`config.mk`:
```
export PLATFORM = sky130hd
export DESIGN_NAME = nop_seq_core
export DESIGN_NICKNAME = d
export VERILOG_FILES = /design/src/rtl/nop_seq_pkg.sv /design/src/rtl/nop_seq_decode.sv /design/src/rtl/nop_seq_irq.sv /design/src/rtl/nop_seq_core.sv
export SDC_FILE = /design/constraint.sdc
export NUM_CORES = 1
export LEC_CHECK = 0
export BUFFER_PORTS_ARGS = -buffer_cell sky130_fd_sc_hd__buf_4
export CAP_MARGIN = 30
export CORE_MARGIN = 4
export CORE_UTILIZATION = 30
export CTS_BUF_LIST = sky130_fd_sc_hd__clkbuf_16
export DETAILED_ROUTE_END_ITERATION = 6
export PLACE_DENSITY = 0.55
export SYNTH_ARGS = -nofsm -noshare
export SYNTH_HDL_FRONTEND = slang
export SYNTH_SLANG_ARGS = --single-unit
```
`constraint.sdc`:
```
create_clock -name clk -period 2 [get_ports clk]
set_input_delay 0.2 -clock clk [delete_from_list [all_inputs] [get_ports clk]]
set_output_delay 0.2 -clock clk [all_outputs]
set_load 0.005 [all_outputs]
```
`src/rtl/nop_seq_pkg.sv`:
```
package nop_seq_pkg;
    localparam int CYC_W = 4;   // wide enough for the longest (8-cycle) no-op
    localparam int LEN_W = 2;   // instruction length in bytes, 1..3

    typedef enum logic [1:0] {
        PH_FETCH = 2'd0,
        PH_EXEC  = 2'd1,
        PH_ACK   = 2'd2
    } phase_e;

    typedef struct packed {
        logic [CYC_W-1:0] cycles;
        logic [LEN_W-1:0] bytes;
        logic             single;
    } op_shape_t;
endpackage

```
`src/rtl/nop_seq_decode.sv`:
```
module nop_seq_decode
    import nop_seq_pkg::*;
(
    input  logic [7:0] op_i,
    output op_shape_t  shape_o
);
    always_comb begin
        shape_o.cycles = CYC_W'(2);
        shape_o.bytes  = LEN_W'(1);
        unique casez (op_i)
            8'b????_0011, 8'b????_1011: begin
                shape_o.cycles = CYC_W'(1);
                shape_o.bytes  = LEN_W'(1);
            end
            8'h02, 8'h22, 8'h42, 8'h62, 8'h82, 8'hC2, 8'hE2: begin
                shape_o.cycles = CYC_W'(2);
                shape_o.bytes  = LEN_W'(2);
            end
            8'h44: begin
                shape_o.cycles = CYC_W'(3);
                shape_o.bytes  = LEN_W'(2);
            end
            8'h54, 8'hD4, 8'hF4: begin
                shape_o.cycles = CYC_W'(4);
                shape_o.bytes  = LEN_W'(2);
            end
            8'h5C: begin
                shape_o.cycles = CYC_W'(8);
                shape_o.bytes  = LEN_W'(3);
            end
            8'hDC, 8'hFC: begin
                shape_o.cycles = CYC_W'(4);
                shape_o.bytes  = LEN_W'(3);
            end
            default: begin
                shape_o.cycles = CYC_W'(2);
                shape_o.bytes  = LEN_W'(1);
            end
        endcase
        shape_o.single = (shape_o.cycles == CYC_W'(1));
    end
endmodule

```
`src/rtl/nop_seq_irq.sv`:
```
module nop_seq_irq (
    input  logic clk,
    input  logic rst_n,
    input  logic irq_i,
    input  logic irq_mask_i,
    input  logic nmi_i,
    input  logic nmi_clr_i,
    output logic pend_o,
    output logic pend_nmi_o
);
    typedef struct packed {
        logic nmi_lat;
        logic nmi_prev;
    } irq_st_t;

    irq_st_t st_d, st_q;

    always_comb begin
        st_d = st_q;
        if (nmi_clr_i)
            st_d.nmi_lat = 1'b0;
        if (nmi_i && !st_q.nmi_prev)
            st_d.nmi_lat = 1'b1;
        st_d.nmi_prev = nmi_i;
    end

    always_ff @(posedge clk or negedge rst_n) begin
        if (!rst_n) st_q <= '0;
        else        st_q <= st_d;
    end

    assign pend_nmi_o = st_q.nmi_lat;
    assign pend_o     = st_q.nmi_lat || (irq_i && !irq_mask_i);

    // an acceptance with no new edge leaves nothing latched
    assert_nmi_clear_R12: assert property (@(posedge clk) disable iff (!rst_n)
        (nmi_clr_i && !(nmi_i && !st_q.nmi_prev)) |=> !pend_nmi_o);
endmodule

```
`src/rtl/nop_seq_core.sv`:
```
module nop_seq_core
    import nop_seq_pkg::*;
(
    input  logic       clk,
    input  logic       rst_n,
    input  logic [7:0] data_i,
    input  logic       irq_i,
    input  logic       irq_mask_i,
    input  logic       nmi_i,
    output logic       sync_o,
    output logic       pc_inc_o,
    output logic       busy_o,
    output logic       irq_ack_o,
    output logic       ack_nmi_o
);
    typedef struct packed {
        phase_e           phase;
        logic [CYC_W-1:0] cyc_left;  // remaining execute cycles, including current
        logic [LEN_W-1:0] opr_left;  // operand bytes still to be stepped over
        logic             sel_nmi;
    } seq_st_t;

    seq_st_t   st_d, st_q;
    op_shape_t shape;
    logic      pend, pend_nmi, nmi_clr;

    nop_seq_decode u_decode (
        .op_i    (data_i),
        .shape_o (shape)
    );

    assign nmi_clr = (st_q.phase == PH_ACK) && st_q.sel_nmi;

    nop_seq_irq u_irq (
        .clk        (clk),
        .rst_n      (rst_n),
        .irq_i      (irq_i),
        .irq_mask_i (irq_mask_i),
        .nmi_i      (nmi_i),
        .nmi_clr_i  (nmi_clr),
        .pend_o     (pend),
        .pend_nmi_o (pend_nmi)
    );

    always_comb begin
        st_d = st_q;
        unique case (st_q.phase)
            PH_FETCH: begin
                // single-cycle no-ops never leave the fetch phase
                if (!shape.single) begin
                    st_d.phase    = PH_EXEC;
                    st_d.cyc_left = shape.cycles - CYC_W'(1);
                    st_d.opr_left = shape.bytes - LEN_W'(1);
                end
            end
            PH_EXEC: begin
                if (st_q.opr_left != '0)
                    st_d.opr_left = st_q.opr_left - LEN_W'(1);
                if (st_q.cyc_left == CYC_W'(1)) begin
                    st_d.cyc_left = '0;
                    if (pend) begin
                        st_d.phase   = PH_ACK;
                        st_d.sel_nmi = pend_nmi;
                    end else begin
                        st_d.phase = PH_FETCH;
                    end
                end else begin
                    st_d.cyc_left = st_q.cyc_left - CYC_W'(1);
                end
            end
            PH_ACK: begin
                st_d.phase   = PH_FETCH;
                st_d.sel_nmi = 1'b0;
            end
            default: st_d.phase = PH_FETCH;
        endcase
    end

    always_ff @(posedge clk or negedge rst_n) begin
        if (!rst_n) begin
            st_q.phase    <= PH_FETCH;
            st_q.cyc_left <= '0;
            st_q.opr_left <= '0;
            st_q.sel_nmi  <= 1'b0;
        end else begin
            st_q <= st_d;
        end
    end

    assign sync_o    = (st_q.phase == PH_FETCH);
    assign busy_o    = (st_q.phase == PH_EXEC);
    assign irq_ack_o = (st_q.phase == PH_ACK);
    assign ack_nmi_o = irq_ack_o && st_q.sel_nmi;
    assign pc_inc_o  = sync_o || (busy_o && (st_q.opr_left != '0));

    assert_reset_fetch_R1: assert property (@(posedge clk)
        $rose(rst_n) |-> (sync_o && !irq_ack_o));

    assert_single_refetch_R2: assert property (@(posedge clk) disable iff (!rst_n)
        (sync_o && shape.single) |=> sync_o);

    assert_one_phase_R8: assert property (@(posedge clk) disable iff (!rst_n)
        $countones({sync_o, busy_o, irq_ack_o}) == 1);

    assert_no_ack_after_fetch_R9: assert property (@(posedge clk) disable iff (!rst_n)
        sync_o |=> !irq_ack_o);

    assert_ack_then_fetch_R9: assert property (@(posedge clk) disable iff (!rst_n)
        irq_ack_o |=> (sync_o && pc_inc_o));

    assert_mask_honoured_R11: assert property (@(posedge clk) disable iff (!rst_n)
        (irq_ack_o && !ack_nmi_o) |-> $past(irq_i && !irq_mask_i));
endmodule

```
**Word-level counts from Yosys, hierarchy flattened**

Cells that the tools add are included.

- Add/subtract/negate cells: 4
- Equality and inequality tests: 24
- Mux-type cells: 13
- Reductions and logical operators: 21

Operators by type and width:

| operator | count |
|---|---|
| $eq A8 B8 Y1 const B | 7 |
| $eq A8 B7 Y1 const B | 5 |
| $pmux W6 S6 | 1 |
| $pmux W6 S2 | 1 |
| $eq A4 B1 Y1 const B | 2 |
| $eq A8 B2 Y1 const B | 1 |
| $eq A8 B6 Y1 const B | 1 |
| $mux W8 | 1 |
| $reduce_bool A2 Y1 | 4 |
| $sub A4 B1 Y4 const B | 2 |
| $reduce_or A7 Y1 | 1 |
| $mux W2 | 3 |
| $ne A2 B1 Y1 const B | 3 |
| $reduce_and A3 Y1 | 2 |
| $eq A4 B2 Y1 const B | 1 |
| $eq A4 B4 Y1 const B | 1 |
| $logic_and A1 B1 Y1 | 4 |
| $mux W1 | 4 |
| $mux W4 | 1 |
| $pmux W2 S2 | 1 |
| $reduce_and A2 Y1 | 2 |
| $reduce_or A2 Y1 | 2 |
| $sub A2 B1 Y2 const B | 2 |
| $reduce_or A3 Y1 | 1 |
| 7 further kinds | 9 |

- Register bits after elaboration: 11
- Input bits: 13
- Output and inout port bits: 5
- Logic and storage cells: 68

**Depth between registers and ports, before layout**

- Depth after elaboration: 6
- Depth in mapped cells: 8

**Hierarchy**

From an unflattened synthesis, not the netlist that was laid out.

- Cells, all modules: 90
- Area, all modules: 823.3 µm²

By module, submodules not included:

| module | instances | cells each | area each (µm²) | sequential area each (µm²) |
|---|---|---|---|---|
| nop_seq_core | 1 | 64 | 610.6 | 225.2 |
| nop_seq_decode | 1 | 19 | 133.9 | 0.0 |
| nop_seq_irq | 1 | 7 | 78.8 | 50.0 |

**Worst setup path before layout**

OpenSTA, ideal clock, no wires.

- Path type: input -> register
- Start: input data_i[5]
- End: register st_q[5] (netlist name)
- Arrival time: 1,823 ps
- Data required time: 1,933 ps
- Slack: 110 ps
- Stages on the path: 7
- Path buffers: 0
- Path through: or3_1 -> o31ai_1 -> inv_1 -> ha_1 -> or4_1 -> o211ai_1 -> a32o_1

- Word-level cells in the longest chain between the ends: 6
- Elaborated cells between the ends (all ways): 24

Ends and longest elaborated chain:

| element | line | RTL |
|---|---|---|
| start, declared | nop_seq_core.sv:6 | `input logic [7:0] data_i,` |
| $eq A8 B2 Y1 (tied with other cells) | nop_seq_decode.sv:10 | `unique casez (op_i)` |
| $reduce_or A7 Y1 (tied with other cells) | nop_seq_decode.sv:10 |  |
| $pmux W6 S6 * | nop_seq_decode.sv:10 |  |
| $sub A4 B1 Y4 / $eq A4 B1 Y1 (equally long branches) | nop_seq_core.sv:52, nop_seq_decode.sv:40 |  |
| $mux W8 / $ne A2 B2 Y1 (equally long branches) | - |  |
| $pmux W6 S2 / $reduce_and A2 Y1 (equally long branches) | - |  |
| end signal, assigned | nop_seq_core.sv:86 | `st_q <= st_d;` |
| end, declared | nop_seq_core.sv:23 | `seq_st_t st_d, st_q;` |

Every way passes the cells marked *; elsewhere a longest branch is shown, timed or not. The select of a mux whose other input is x is not followed.
A chain may end at the register's enable or synchronous reset.

**Final worst setup path**

Same ends and word-level chain as after synthesis.

==> metrics.cfg <==
[outcome]
status=finished clean

[sta]
report.final.hold_viol_count=0
finClkSkew_ns=0.003469
drv_slew=0
slew_headroom=0.7790
setup_viol=0
tightest_slew_ns=0.3296
fmax_mhz=548.3
min_period_ns=1.824
post-route-period-util=0.9120
setup_ws_ns=0.1760
rsz0062_at_grt=false

[logic_synthesis]
synth_fa_ha_area_frac=0.06154
synthesis.area_um2=813.3
syn_nets=102
ys_seq_area_frac=0.3385
synth_enable_flop_cells=0
synthArstFlopShare=1.000
synth_compound_area_frac=0.2662
yosysWarnings=0
synth_area_per_cell_um2=9.568
ys_ff_latch=11
synth_xor_area_frac=0
synthDistinctLibCells=39
yosys.area_share.simple=0.2692
synth_top_family_by_area=simple AND/OR/NAND/NOR gates
ys.flop_type=dfrtp_1
synthesis.instances=85
muxShareOfSynthArea=0.01231

[routing]
wl_met1_um=819
vias=773
met2WireLength_um=903
viasPerCell=5.295
antenna_left=0
wl_per_cell_um=13.02
first_pass_iters=4
highest_layer=met4
drt_iter0_drc=19
drt-total-wl_um=1901
dr_wl_met3_um=128
drc=0

[setup_path]
critPathLaunchType=primary input
path_class=in2reg
required_ns=2.17
slowest_stage=or4_1
cpLargestDelayFamily=simple AND/OR/NAND/NOR gates
path_max_fanout=3
crit_path_cell_trace=buf_4, or3_1, o31ai_2, inv_1, ha_1, or4_1, o211ai_1, a32o_1
cp_num_buf_inv=2
critPathCaptureType=register
worstPathArrival_ns=1.99
slowest_delay_ns=0.50

[floorplan]
fp.dieH_um=60.07
initial_core_util=0.3224
die_w_um=60.07
row_count=18
core_region_area_um2=2522
die-area_um2=3608
ios=18

[cells_and_area]
synthToLayoutAreaGrowth_pct=40.62
final_cell_mix=buf_4 (27), dfrtp_1 (11), inv_1 (10)
finalNetCount=134
diodes=0
instances_no_fill=146
drive_gt1_frac=0.3707
final_common_cell=buf_4

[global_route]
grt_pass1_vias=738
grt_pass1_wl_um=3180
grt_start_max_net_pins=12
gr-total-overflow=0
antenna_found_initial=0
grt_usage=0.1182

[placement]
pre_cts_slack_ns=-0.1078
portBuffers=17
dp_cells=141
gp_congestion=0.7637
dpl.hpwl_um=1571

[cts]
cts_root_buffer=clkbuf_16
postCtsSetupBuffers=0
clkLatencyLatePin_ns=0.23
clk_pin_slew_worst_paths_ns=0.04
numCtsBuffers=3
clock_sinks=11
cts_buffer_depth=2
cts_tree=done
cts_htree_levels=1

[power_and_ir_drop]
ir_drop_uv=649.6
power_density_nw_per_um2=1127
power.leakage_nw=0.5218

[run]
maxCapViolations=0

[min_path]
hold_class=in2reg

-- registers in the layout, summed over array words and instances, names as in the netlist --
| signal | cells |
|---|---|
| st_q | 9 |
| u_irq.pend_nmi_o | 1 |
| u_irq.st_q | 1 |
-- final cells by class --
cell class | count | area, um^2
Tap cell | 30 | 37.54
Sequential cell | 11 | 275.3
Timing Repair Buffer | 28 | 212.7
Inverter | 10 | 37.54
Fill cell | 248 | 1379
Multi-Input combinational cell | 63 | 500.5
Clock inverter | 1 | 5.005
Clock buffer | 3 | 75.07
-- synth_stat cells, drive strengths merged (2+ instances only) --
| master | n | share of area |
|---|---|---|
| dfrtp | 11 | 0.34 |
| ha | 4 | 0.062 |
| inv | 10 | 0.046 |
| nand2 | 3 | 0.014 |
| nand2b | 5 | 0.048 |
| nand3b | 2 | 0.018 |
| nor2 | 3 | 0.014 |
| nor2b | 3 | 0.023 |
| nor3 | 2 | 0.012 |
| o211ai | 3 | 0.028 |
| o21ai | 8 | 0.049 |
| o22ai | 2 | 0.015 |
| o31ai | 3 | 0.028 |
| or4 | 3 | 0.028 |
-- worst paths after layout --
path | startpoint | endpoint | slack, ns | cells after the start
worst max-delay path | data_i[5] | st_q[5] | 0.18 | 8
worst min-delay path | nmi_i | u_irq.st_q[0] | 0.08 | 1
worst max register to register | st_q[7] | st_q[5] | 0.40 | 5
worst min register to register | u_irq.st_q[0] | u_irq.pend_nmi_o | 0.43 | 1
max in group asynchronous | rst_n | u_irq.st_q[0] | 1.51 | 2
min in group asynchronous | rst_n | st_q[4] | 0.34 | 2
-- what timing repair did --
action                     CTS  global route
gates resized for setup      0             1
hold endpoints to repair    11             0
hold buffers                 1             0
setup endpoints to repair    0             1
-- cell families after synthesis --
family,Yosys count
flops,11
compound gates,27
buf+inv,11
mux,1
simple gates,31
fa+ha+maj,4
-- worst reg2reg max path, stage by stage (launching register included) --
cell and delay, ns:
dfrtp_1 0.48, or2_2 0.36, inv_1 0.09, and4_2 0.24, o211ai_1 0.09, a32o_1 0.23
-- power breakdown --
part / internal, mW / switching (mW) / total [mW]
clock: 0.264 / 0.0937 / 0.358
combinational: 0.279 / 0.263 / 0.542
sequential: 0.299 / 0.0903 / 0.389
total: 0.842 / 0.447 / 1.29
-- metrics by stage --
stage / power [mW] / hold WS (ns) / setup TNS, ns / util / instance area (um^2)
after detailed placement: 0.9353 / 0.04432 / -0.1488 / 0.4157 / 1049
after global placement: 0.9301 / 0.04330 / -0.06489 / 0.4157 / 1049
final: 1.289 / 0.08396 / 0 / 0.4534 / 1144
after floorplan: 0.7229 / -0.09559 / 0 / - / 813.3
after global routing: 1.399 / 0.07786 / 0 / 0.4534 / 1144
after CTS: 1.301 / 0.08301 / 0 / 0.4514 / 1139
-- metal layers --
metal | global-route usage | up-vias
met5 | 0 | -
met4 | 0.08228 | 0
met3 | 0.02160 | 4
met2 | 0.1852 | 23
met1 | 0.1445 | 362
li1 | - | 384
Power figures use the tool's default switching activity.
